--- config.mk ---
export PLATFORM = sky130hd
export DESIGN_NAME = dual_tap_delay
export DESIGN_NICKNAME = d
export VERILOG_FILES = /design/src/rtl/dly_pkg.sv /design/src/rtl/dly_history.sv /design/src/rtl/dly_tap_ctrl.sv /design/src/rtl/dly_tap_mux.sv /design/src/rtl/dual_tap_delay.sv
export SDC_FILE = /design/constraint.sdc
export NUM_CORES = 1
export LEC_CHECK = 0
export BUFFER_PORTS_ARGS = -buffer_cell sky130_fd_sc_hd__buf_2
export CORE_ASPECT_RATIO = 0.75
export CORE_MARGIN = 2
export CORE_UTILIZATION = 30
export DETAILED_ROUTE_END_ITERATION = 8
export HOLD_SLACK_MARGIN = 0.05
export REMOVE_ABC_BUFFERS = 1
export SLEW_MARGIN = 10
export SYNTH_ARGS = -nofsm -noshare
export SYNTH_HDL_FRONTEND = slang
export SYNTH_SLANG_ARGS = --single-unit
export TNS_END_PERCENT = 1
--- constraint.sdc ---
create_clock -name clk -period 3.6 [get_ports clk]
set_input_delay 0.36 -clock clk [delete_from_list [all_inputs] [get_ports clk]]
set_output_delay 0.36 -clock clk [all_outputs]
set_load 0.01 [all_outputs]
--- src/rtl/dly_pkg.sv ---
package dly_pkg;

    localparam int DEF_BASE   = 9;
    localparam int DEF_STEP   = 3;
    localparam int DEF_CODE_W = 4;
    localparam int NUM_TAPS   = 2;

    // Total delay in cycles that a given code selects.
    function automatic int tap_delay(input int base, input int step, input int code);
        return base + code * step;
    endfunction

endpackage

--- src/rtl/dly_history.sv ---
module dly_history #(
    parameter int DEPTH = 54
) (
    input  logic             clk,
    input  logic             rst,
    input  logic             din,
    output logic [DEPTH-1:0] hist
);

    typedef struct packed {
        logic [DEPTH-1:0] hist;
    } hist_t;

    hist_t st_d, st_q;

    // Bit 0 holds the newest sample; bit k is k cycles older.
    always_comb begin
        st_d.hist = {st_q.hist[DEPTH-2:0], din};
        if (rst) begin
            st_d.hist = '0;
        end
    end

    always_ff @(posedge clk) begin
        st_q <= st_d;
    end

    assign hist = st_q.hist;

endmodule

--- src/rtl/dly_tap_ctrl.sv ---
module dly_tap_ctrl
    import dly_pkg::*;
#(
    parameter int BASE   = DEF_BASE,
    parameter int STEP   = DEF_STEP,
    parameter int CODE_W = DEF_CODE_W,
    parameter int CNT_W  = 6
) (
    input  logic              clk,
    input  logic              rst,
    input  logic              en,
    input  logic [CODE_W-1:0] code_in,
    output logic [CODE_W-1:0] sel,
    output logic              valid
);

    typedef struct packed {
        logic [CODE_W-1:0] sel;
        logic              en_prev;
        logic [CNT_W-1:0]  cnt;
    } ctrl_t;

    ctrl_t st_d, st_q;

    always_comb begin
        st_d         = st_q;
        st_d.en_prev = en;
        // Follow the code while enabled and on the first edge seen low.
        if (en || st_q.en_prev) begin
            st_d.sel = code_in;
        end
        if (st_d.sel != st_q.sel) begin
            st_d.cnt = CNT_W'(tap_delay(BASE, STEP, int'(st_d.sel)));
        end else if (st_q.cnt != '0) begin
            st_d.cnt = st_q.cnt - CNT_W'(1);
        end
        if (rst) begin
            st_d.sel     = '0;
            st_d.en_prev = 1'b0;
            st_d.cnt     = CNT_W'(BASE);
        end
    end

    always_ff @(posedge clk) begin
        st_q <= st_d;
    end

    assign sel   = st_q.sel;
    assign valid = (st_q.cnt == '0);

endmodule

--- src/rtl/dly_tap_mux.sv ---
module dly_tap_mux
    import dly_pkg::*;
#(
    parameter int BASE   = DEF_BASE,
    parameter int STEP   = DEF_STEP,
    parameter int CODE_W = DEF_CODE_W,
    parameter int DEPTH  = 54
) (
    input  logic              clk,
    input  logic              rst,
    input  logic [DEPTH-1:0]  hist,
    input  logic [CODE_W-1:0] sel,
    output logic              dout
);

    localparam int IDX_W = (DEPTH > 1) ? $clog2(DEPTH) : 1;

    typedef struct packed {
        logic out;
    } mux_t;

    mux_t             st_d, st_q;
    logic [IDX_W-1:0] idx;

    // The output register adds one cycle, so the tap sits one slot early.
    always_comb begin
        idx       = IDX_W'(tap_delay(BASE, STEP, int'(sel)) - 1);
        st_d.out  = hist[idx];
        if (rst) begin
            st_d.out = 1'b0;
        end
    end

    always_ff @(posedge clk) begin
        st_q <= st_d;
    end

    assign dout = st_q.out;

endmodule

--- src/rtl/dual_tap_delay.sv ---
module dual_tap_delay
    import dly_pkg::*;
#(
    parameter int BASE   = DEF_BASE,
    parameter int STEP   = DEF_STEP,
    parameter int CODE_W = DEF_CODE_W
) (
    input  logic              clk,
    input  logic              rst,
    input  logic              din,
    input  logic              en_a,
    input  logic [CODE_W-1:0] code_a,
    input  logic              en_b,
    input  logic [CODE_W-1:0] code_b,
    output logic              dout_a,
    output logic              dout_b,
    output logic              valid_a,
    output logic              valid_b
);

    localparam int MAX_CODE = (1 << CODE_W) - 1;
    localparam int DEPTH    = BASE + MAX_CODE * STEP;
    localparam int CNT_W    = $clog2(DEPTH + 1);

    logic [DEPTH-1:0]    hist;
    logic [NUM_TAPS-1:0] en_v;
    logic [NUM_TAPS-1:0] valid_v;
    logic [NUM_TAPS-1:0] dout_v;
    logic [CODE_W-1:0]   code_v [NUM_TAPS];
    logic [CODE_W-1:0]   sel_v  [NUM_TAPS];

    assign en_v      = {en_b, en_a};
    assign code_v[0] = code_a;
    assign code_v[1] = code_b;

    dly_history #(
        .DEPTH (DEPTH)
    ) u_hist (
        .clk  (clk),
        .rst  (rst),
        .din  (din),
        .hist (hist)
    );

    for (genvar g = 0; g < NUM_TAPS; g++) begin : g_tap
        dly_tap_ctrl #(
            .BASE   (BASE),
            .STEP   (STEP),
            .CODE_W (CODE_W),
            .CNT_W  (CNT_W)
        ) u_ctrl (
            .clk     (clk),
            .rst     (rst),
            .en      (en_v[g]),
            .code_in (code_v[g]),
            .sel     (sel_v[g]),
            .valid   (valid_v[g])
        );

        dly_tap_mux #(
            .BASE   (BASE),
            .STEP   (STEP),
            .CODE_W (CODE_W),
            .DEPTH  (DEPTH)
        ) u_mux (
            .clk  (clk),
            .rst  (rst),
            .hist (hist),
            .sel  (sel_v[g]),
            .dout (dout_v[g])
        );
    end

    assign dout_a  = dout_v[0];
    assign dout_b  = dout_v[1];
    assign valid_a = valid_v[0];
    assign valid_b = valid_v[1];

endmodule

==> metrics.sh, run 1 <==
TIMING.CRITICAL_PATH.REQUIRED_NS=3.82
IO_BUFFERS=16
SYNTH_XOR_AREA_SHARE_PCT=5.30
FINAL_HOLD_VIOL_COUNT=0
SEQUENTIALPOWERSHARE_PCT=41.3
FINCLKSKEW_NS=0.00400
CLOCK_TREE_FROM_TRITONCTS='yes'
GLOBAL_ROUTE.OVERFLOW_TOTAL=0
ASYNC_FLOP_SHARE_PCT=0
DETAIL_ROUTED_VIA_COUNT_PER_CELL=4.87
FINISH.CELL_COUNT_WITHOUT_FILLERS=582
FINAL_CELL_MIX='sky130_fd_sc_hd__dfxtp_1, sky130_fd_sc_hd__nor2b_1, sky130_fd_sc_hd__inv_1, sky130_fd_sc_hd__ha_1, sky130_fd_sc_hd__nor2_1'
OUTCOME='finished, final reports clean'
POSTCTSSETUPREPAIRBUFS=0
PWR-SHARE-CLK_PCT=43.1
POST-ROUTE-CELL-AREA_MM2=0.00469
SYNTH_SIMPLE_GATE_AREA_SHARE_PCT=17.7
FINAL_CRITICAL_PATH_SETUP_SLACK_NS=0.810
CRIT_PATH_MAX_FANOUT=5
DP.CELLS=566
CLK_BUF_DEPTH=2
P_SW_SHARE_PCT=25.8
CORE_AREA_MM2=0.0136
MAX_CAP_VIOL_COUNT=0
GRT_FIRST_PASS_WIRELENGTH_UM=14300
PWR-SHARE-COMB_PCT=15.6
POWER.IR.VDD_WORST_mV=0.272
SYN_INST=389
SORT_OF_ELEMENT_AT_THE_START_OF_THE_CRITICAL_PATH='flop'
GLOBAL_ROUTE.USAGE.TOTAL_PCT=12.0
ROUTED_WIRE_LENGTH_PER_INSTANCE_UM=14.3
SETUP_VIOL_COUNT_FINAL=0
VIA_COUNT_OF_THE_FIRST_GLOBAL_ROUTING_PASS=2882
DRT_ITER0_MARKERS=133
INSERTION_DELAY_NS=0.33
CTS.HTREE.LEVELS=3
MAX_SLEW.WORST_PIN.SLEW_NS=1.02
FINAL_CORE_UTILIZATION_PCT=34.6
PATH_CLK_SLEW_NS=0.06
POST_SYNTH_INSTANCE_AREA_MM2=0.00413
DR_TOTAL_VIAS=2834
POWER.TOTAL_mW=2.23
ROOT_BUFFER='sky130_fd_sc_hd__clkbuf_16'
ANTENNA_LEFT=0
POST_CTS_RESIZED=0
DRT_PRE_ANTENNA_ITERS=4
DPL-INSTANCE-AREA_MM2=0.00438
SEQ_AREA_FRAC_SYNTH_PCT=37.8
PLACE_WS_NS=0.794
SYNTHTOLAYOUTAREAGROWTH_PCT=13.6
YOSYS-MUX-AREA-FRACTION_PCT=19.3
POWER.DENSITY_CELL_AREA_mW_PER_MM2=475
FIN_SETUP_TNS_NS=0
FINALCRITICALPERIOD_NS=2.79
NUM_IO_PINS=17
POST_CTS_HOLD_BUFFER_COUNT=0
DP_HPWL_UM=5940
SLEW_HEADROOM_PCT=31.4
TCRIT_TCLK_FINAL_PCT=77.5
DRC_ERRORS=0
YS_DOMINANT_REG_CELL='sky130_fd_sc_hd__dfxtp_1'
CRIT_ARRIVAL_NS=3.01
FINALHOLDWORSTSLACK_NS=0.261
FINAL_LAYOUT_SIZE_SUFFIX_GT1_SHARE_PCT=13.8
TRITONCTS.NUM_BUFFERS=9
GP_CONGESTION=0.770
POSTROUTEWIRELENGTH_UM=8310
FINAL_COMMON_CELL='sky130_fd_sc_hd__dfxtp_1'
RSZ0062_AT_GRT='no'
TIMING_MAX_TRANSITION_VIOLATIONS_FINAL=0
SYNTH-EDFF-COUNT=0
FP.DIEW_UM=139
STD_CELL_ROWS=37
PIN_COUNT_OF_THE_BIGGEST_NET_ENTERING_GLOBAL_ROUTING=54
P_INT_mW=1.65
SYNTH.LIB_CELLS_USED.DISTINCT=43
CP-END-KIND='flop'
SYNTH_COMPOUND_GATE_AREA_SHARE_PCT=6.97
MAIN_COMBINATIONAL_CELL_FAMILY_BY_AREA_AFTER_SYNTHESIS='multiplexers'
CRIT_TYPE='reg -> reg'
DIE-HEIGHT_UM=106
HOLDCRITPATHCLASS='in -> reg'
FP.DIEAREA_MM2=0.0147
INITIAL_ANTENNA_VIOLATION_COUNT=0
SWITCHINGPOWER_uW=576
START_UTIL_PCT=30.4
ANTENNA_CELLS=0
CLOCK_SINK_COUNT=78
FINAL_NET_COUNT=441
YS_FF_LATCH=78
POST_SYNTH_FA_HA_MAJ_AREA_FRACTION_PCT=8.61
FMAX_MHz=358
SYN-MEAN-INSTANCE-AREA_UM2=10.6
YS.WARNINGS.COUNT=0
CELLLEAKAGEPOWER_nW=1.90
## cell usage after synthesis (all sizes together), types with 3 or more instances
cell     n  area share, %
o21ai   10            1.2
buf      6            1.1
nor3     9            1.1
ha      22            6.7
nand2b   4           0.61
inv     25            2.3
a211o    4           0.85
a21oi    9            1.1
clkbuf  11            1.0
nor2b   57            8.6
a21o     3           0.55
mux2i   15            3.6
mux4    26             15
nand3   11            1.3
xnor2   19            4.0
dfxtp   78             38
or3      3           0.45
nand2   17            1.5
o211ai   4           0.73
nor2    20            1.8
fa       4            1.9
xor2     6            1.3
## final cells by class
cell class	count	area, um^2
fillers	1350	8870
multi-input cells	269	2390
flip-flops and latches	78	1560
clock buffers	10	229
well taps	175	219
repair buffers	19	115
inverters	25	93.8
clock inverters	6	86.3
## critical path, stage by stage, from the launching register on
cell and delay [ns]:
sky130_fd_sc_hd__dfxtp_1 0.42, sky130_fd_sc_hd__ha_1 0.27, sky130_fd_sc_hd__ha_1 0.23, sky130_fd_sc_hd__fa_1 0.38, sky130_fd_sc_hd__xor2_1 0.43, sky130_fd_sc_hd__mux4_2 0.57
sky130_fd_sc_hd__nand2_1 0.08, sky130_fd_sc_hd__o21ai_1 0.06, sky130_fd_sc_hd__a32o_1 0.25
## power groups by stage
stage	sequential [mW]	clock (mW)	combinational (mW)
final	0.922	0.961	0.347
after floorplan	0.936	0	0.256
after global placement	0.940	0	0.338
after CTS	0.922	0.974	0.349
after global routing	0.926	1.01	0.393
after detailed placement	0.941	0	0.347
## layer usage
layer	global-route usage (%)	wire (um)	vias to the layer above	part of all wire [%]
li1	-	-	1400	-
met1	15.9	4140	1390	50
met2	19.2	3830	38	46
met3	2.95	263	6	3.2
met4	4.18	73	0	0.88
met5	0	0	-	0
## flip-flops by register name (all words and copies together) (netlist names)
| signal | flops |
|---|---|
| u_hist.hist | 54 |
| g_tap.u_mux.dout | 2 |
| g_tap.u_ctrl.sel | 8 |
| g_tap.u_ctrl.st_q | 14 |
## logic make-up after synthesis
family	after synthesis
xor gates and xnor gates	25
adders and majority gates	26
DFF	78
muxes	43
AOI/OAI and AO/OA	42
and+or+nand+nor	133
buffers and inverters	42
## worst paths after layout
kind / cells past startpoint / startpoint / slack [ns] / end
max: 8 / g_tap[1].u_ctrl.sel[2] / 0.81 / g_tap[1].u_mux.dout
max reg2reg: 8 / g_tap[1].u_ctrl.sel[2] / 0.81 / g_tap[1].u_mux.dout
min: 2 / din / 0.26 / u_hist.hist[0]
min reg2reg: 1 / u_hist.hist[14] / 0.48 / u_hist.hist[15]
Power figures use the tool's default switching activity.
==> run 2: changes to the inputs <==
Settings changed: ABC_AREA from default to 1.
Clock period 3.6 ns to 2.25 ns, I/O delays scaled along.
==> run 2 against run 1 <==
Against the previous run: combinational power rose by 140%; wire length up 24%; critical endpoint is now g_tap[0].u_mux.dout; via count rose by 43%; clock-buffer cell count rose by 2; cell area rose by 9.4%; area after synthesis is 8.5% higher; core utilization increased by 0.69 points.
==> metrics.sh, run 2 <==
OUTCOME='finished, final reports clean'
YS.WARNINGS.COUNT=0  # unchanged
CORE_AREA_MM2=0.0145  # +7.3%
CP-END-KIND='flop'
YS_FF_LATCH=78  # unchanged
DP.CELLS=882  # +56%
FP.DIEW_UM=145  # +4.1%
GR-USAGE-MET2_PCT=20.2  # +1.1 points
NUM_IO_PINS=17  # unchanged
REGTOREGENDPOINT='g_tap[0].u_mux.dout'
GRTUSAGEMET3_PCT=3.53  # +0.57 points
CRIT_ARRIVAL_NS=2.37  # -0.64 ns
FINCLKSKEW_NS=0.00854  # +0.00454 ns
HOLDCRITPATHCLASS='in -> reg'
SYNTH.LARGEST_AREA_CELL='sky130_fd_sc_hd__dfxtp_1'
FINALHOLDWORSTSLACK_NS=0.0831  # -0.178 ns
ASYNC_FLOP_SHARE_PCT=0  # unchanged
RSZ0062_AT_GRT='no'
SYN-MEAN-INSTANCE-AREA_UM2=6.61  # -38%
FINAL_CELL_MIX='sky130_fd_sc_hd__nand2_1, sky130_fd_sc_hd__inv_1, sky130_fd_sc_hd__nor2_1, sky130_fd_sc_hd__nand3_1, sky130_fd_sc_hd__dfxtp_1'
CLK_BUF_DEPTH=2  # unchanged
TRITONCTS.NUM_BUFFERS=9  # unchanged
WORST-PATH-BUF-INV=1  # +1
DIE-HEIGHT_UM=110  # +4.0%
ANTENNA_CELLS=0  # unchanged
SLOWEST_DELAY_NS=0.41  # -0.16 ns
START_UTIL_PCT=30.8  # +0.36 points
SETUP_VIOL_COUNT_FINAL=0  # unchanged
CRIT_PATH_MAX_FANOUT=5  # unchanged
CTS.HTREE.LEVELS=3  # unchanged
ROUTED_WIRE_LENGTH_PER_INSTANCE_UM=11.5  # -19%
GLOBAL_ROUTE.OVERFLOW_TOTAL=0  # unchanged
DP_HPWL_UM=7320  # +23%
POSTROUTEWIRELENGTH_UM=10300  # +24%
POST_SYNTH_INSTANCE_AREA_MM2=0.00448  # +8.5%
YS_TOP_CELLS_BY_AREA='sky130_fd_sc_hd__dfxtp_1, sky130_fd_sc_hd__nand2_1, sky130_fd_sc_hd__nand3_1'
LARGEST_REG_FLOPS=54  # unchanged
DR_TOTAL_VIAS=4054  # +43%
POWER.DENSITY_CELL_AREA_mW_PER_MM2=768  # +62%
SEQ_AREA_FRAC_SYNTH_PCT=34.8  # -3.0 points
FINAL_CRITICAL_PATH_SETUP_SLACK_NS=0.136  # -0.673 ns
SLEW_HEADROOM_PCT=63.9  # +33 points
MAX_SLEW.WORST_PIN.SLEW_NS=0.540  # -0.475 ns
CRITPATHSLOWESTCELL='sky130_fd_sc_hd__fa_1'
FINAL_HOLD_VIOL_COUNT=0  # unchanged
IO_BUFFERS=16  # unchanged
MULTI_INPUT_COMB_AREA_MM2=0.00240  # +0.58%
FINAL_NET_COUNT=732  # +66%
SYN_INST=678  # +74%
GRT.MET1_USAGE_PCT=20.3  # +4.5 points
DETAIL_ROUTED_VIA_COUNT_PER_CELL=4.51  # -7.3%
POWER.TOTAL_mW=3.94  # +77%
FMAX_MHz=473  # +32%
ANTENNA_LEFT=0  # unchanged
PLACE_WS_NS=0.0805  # -0.714 ns
MIN_DELAY_PATH_DEPTH=3  # +1
CRIT_TYPE='reg -> reg'
INITIAL_ANTENNA_VIOLATION_COUNT=0  # unchanged
MAX_CAP_VIOL_COUNT=0  # unchanged
DPL-INSTANCE-AREA_MM2=0.00477  # +8.9%
R2R_SETUP_SLACK_NS=0.14  # -0.67 ns
VIA_COUNT_OF_THE_FIRST_GLOBAL_ROUTING_PASS=3749  # +30%
YS_DOMINANT_REG_CELL='sky130_fd_sc_hd__dfxtp_1'
FINISH.CELL_COUNT_WITHOUT_FILLERS=898  # +54%
FILLERS=1601  # +19%
DRT_ITER0_MARKERS=288  # +120%
TIMING_MAX_TRANSITION_VIOLATIONS_FINAL=0  # unchanged
POST_CTS_HOLD_BUFFER_COUNT=0  # unchanged
SEQUENTIAL_CELL_AREA_MM2=0.00156  # about the same
HOLD_PATH_STARTPOINT='din'
GLOBAL_ROUTING_S_BUSIEST_LAYER='met1'
INSERTION_DELAY_NS=0.34  # about the same
HOLD_PATH_END='u_hist.hist[0]'
ROOT_BUFFER='sky130_fd_sc_hd__clkbuf_16'
CPMOSTUSEDCELL='sky130_fd_sc_hd__nand3_1'
R2R.WORST_PATH.CELLS=9  # +1
TIMING.CRITICAL_PATH.MAX_DELAY_FAMILY='adder cells'
TIMING.CRITICAL_PATH.REQUIRED_NS=2.51  # -1.31 ns
CRIT_CHAIN='ha_1 -> ha_1 -> fa_1 -> xnor2_2 -> buf_4 -> nand3_1 -> nand3_1 -> nand3_1 -> a21oi_2'
FIN_SETUP_TNS_NS=0  # unchanged
CLOCK_TREE_FROM_TRITONCTS='yes'
SYNTHTOLAYOUTAREAGROWTH_PCT=14.5
FP.DIEAREA_MM2=0.0159  # +8.3%
POWER.IR.VDD_WORST_mV=0.408  # +50%
GRT_FIRST_PASS_WIRELENGTH_UM=17900  # +25%
FINALCRITICALPERIOD_NS=2.11  # -0.677 ns
PIN_COUNT_OF_THE_BIGGEST_NET_ENTERING_GLOBAL_ROUTING=49  # -9.3%
REGTOREGSTARTPOINT='g_tap[0].u_ctrl.sel[1]'
GLOBAL_ROUTE.USAGE.TOTAL_PCT=13.8  # +1.9 points
SYNTH_TOP_AREA_SHARE_PCT=34.8  # -3.0 points
PATH_CLK_SLEW_NS=0.06  # about the same
DRC_ERRORS=0  # unchanged
CELLLEAKAGEPOWER_nW=2.32  # +22%
SYNTH-EDFF-COUNT=0  # unchanged
FINAL_LAYOUT_SIZE_SUFFIX_GT1_SHARE_PCT=9.89  # -3.9 points
POST-ROUTE-CELL-AREA_MM2=0.00513  # +9.4%
FINAL_CORE_UTILIZATION_PCT=35.3  # +0.69 points
SYNTH.MOST_COMMON_CELL='sky130_fd_sc_hd__nand2_1'
SYNTHTOPCELLSBYCOUNT='sky130_fd_sc_hd__nand2_1, sky130_fd_sc_hd__inv_1, sky130_fd_sc_hd__nor2_1'
GP_CONGESTION=0.793  # +3.0%
STD_CELL_ROWS=38  # +2.7%
DRT_PRE_ANTENNA_ITERS=7  # +3
TCRIT_TCLK_FINAL_PCT=93.9  # +16 points
FINAL_COMMON_CELL='sky130_fd_sc_hd__nand2_1'
CLOCK_SINK_COUNT=78  # unchanged
SORT_OF_ELEMENT_AT_THE_START_OF_THE_CRITICAL_PATH='flop'
SYNTH.LIB_CELLS_USED.DISTINCT=30  # -30%
==> run 2: worst max-delay path by stage <==
stage / start / endpoint / cells past startpoint
detailed placement: g_tap[0].u_ctrl.sel[1] / g_tap[0].u_mux.dout / 9
global route: g_tap[0].u_ctrl.st_q[6] / g_tap[0].u_ctrl.st_q[3] / 11
floorplan: g_tap[1].u_ctrl.sel[0] / g_tap[1].u_mux.dout / 12
CTS: g_tap[0].u_ctrl.sel[1] / g_tap[0].u_mux.dout / 9
finish: g_tap[0].u_ctrl.sel[1] / g_tap[0].u_mux.dout / 9
global placement: g_tap[0].u_ctrl.sel[1] / g_tap[0].u_mux.dout / 9
==> run 2: final cells by class <==
| type | instances | area share [%] |
|---|---|---|
| clock buffer | 12 | 5.19 |
| tap | 200 | 4.87 |
| inverter | 105 | 7.68 |
| multi-input combinational | 471 | 46.8 |
| timing repair buffer | 28 | 3.56 |
| sequential | 78 | 30.4 |
| clock inverter | 4 | 1.49 |
==> run 2: worst reg2reg max path, delay by kind of cell (launching register included) <==
kind                     cells  cell delay, ns
adder cells (fa/ha/maj)      3            0.92
flip-flops                   1            0.34
AND/OR/NAND/NOR              3            0.25
XOR/XNOR                     1            0.19
buffers and inverters        1            0.16
AO/OA/AOI/OAI                1            0.16
==> run 2: power by group <==
group / switching (mW) / total [mW] / internal [mW] / leakage, nW
sequential: 0.0418 / 1.48 / 1.44 / 0.635
clock: 0.581 / 1.65 / 1.07 / 0.165
combinational: 0.520 / 0.819 / 0.299 / 1.52
==> run 2: kinds of logic after synthesis <==
group           share of synthesized area (%)
compound gates                           7.01
xor+xnor                                 2.35
fa+ha+maj                                7.93
buf+inv                                  12.1
flops                                    34.8
simple gates                             35.8
==> run 2: what timing repair did <==
item | in CTS | in global routing
setup endpoints to repair | 0 | 6
buffers inserted | 0 | 0
gates resized for setup | 0 | 8
==> run 2: routing by layer <==
metal | wire length, um | vias to the layer above
met5 | 0 | -
met3 | 615 | 7
met4 | 69 | 0
met1 | 5720 | 1805
met2 | 3930 | 103
li1 | - | 2139
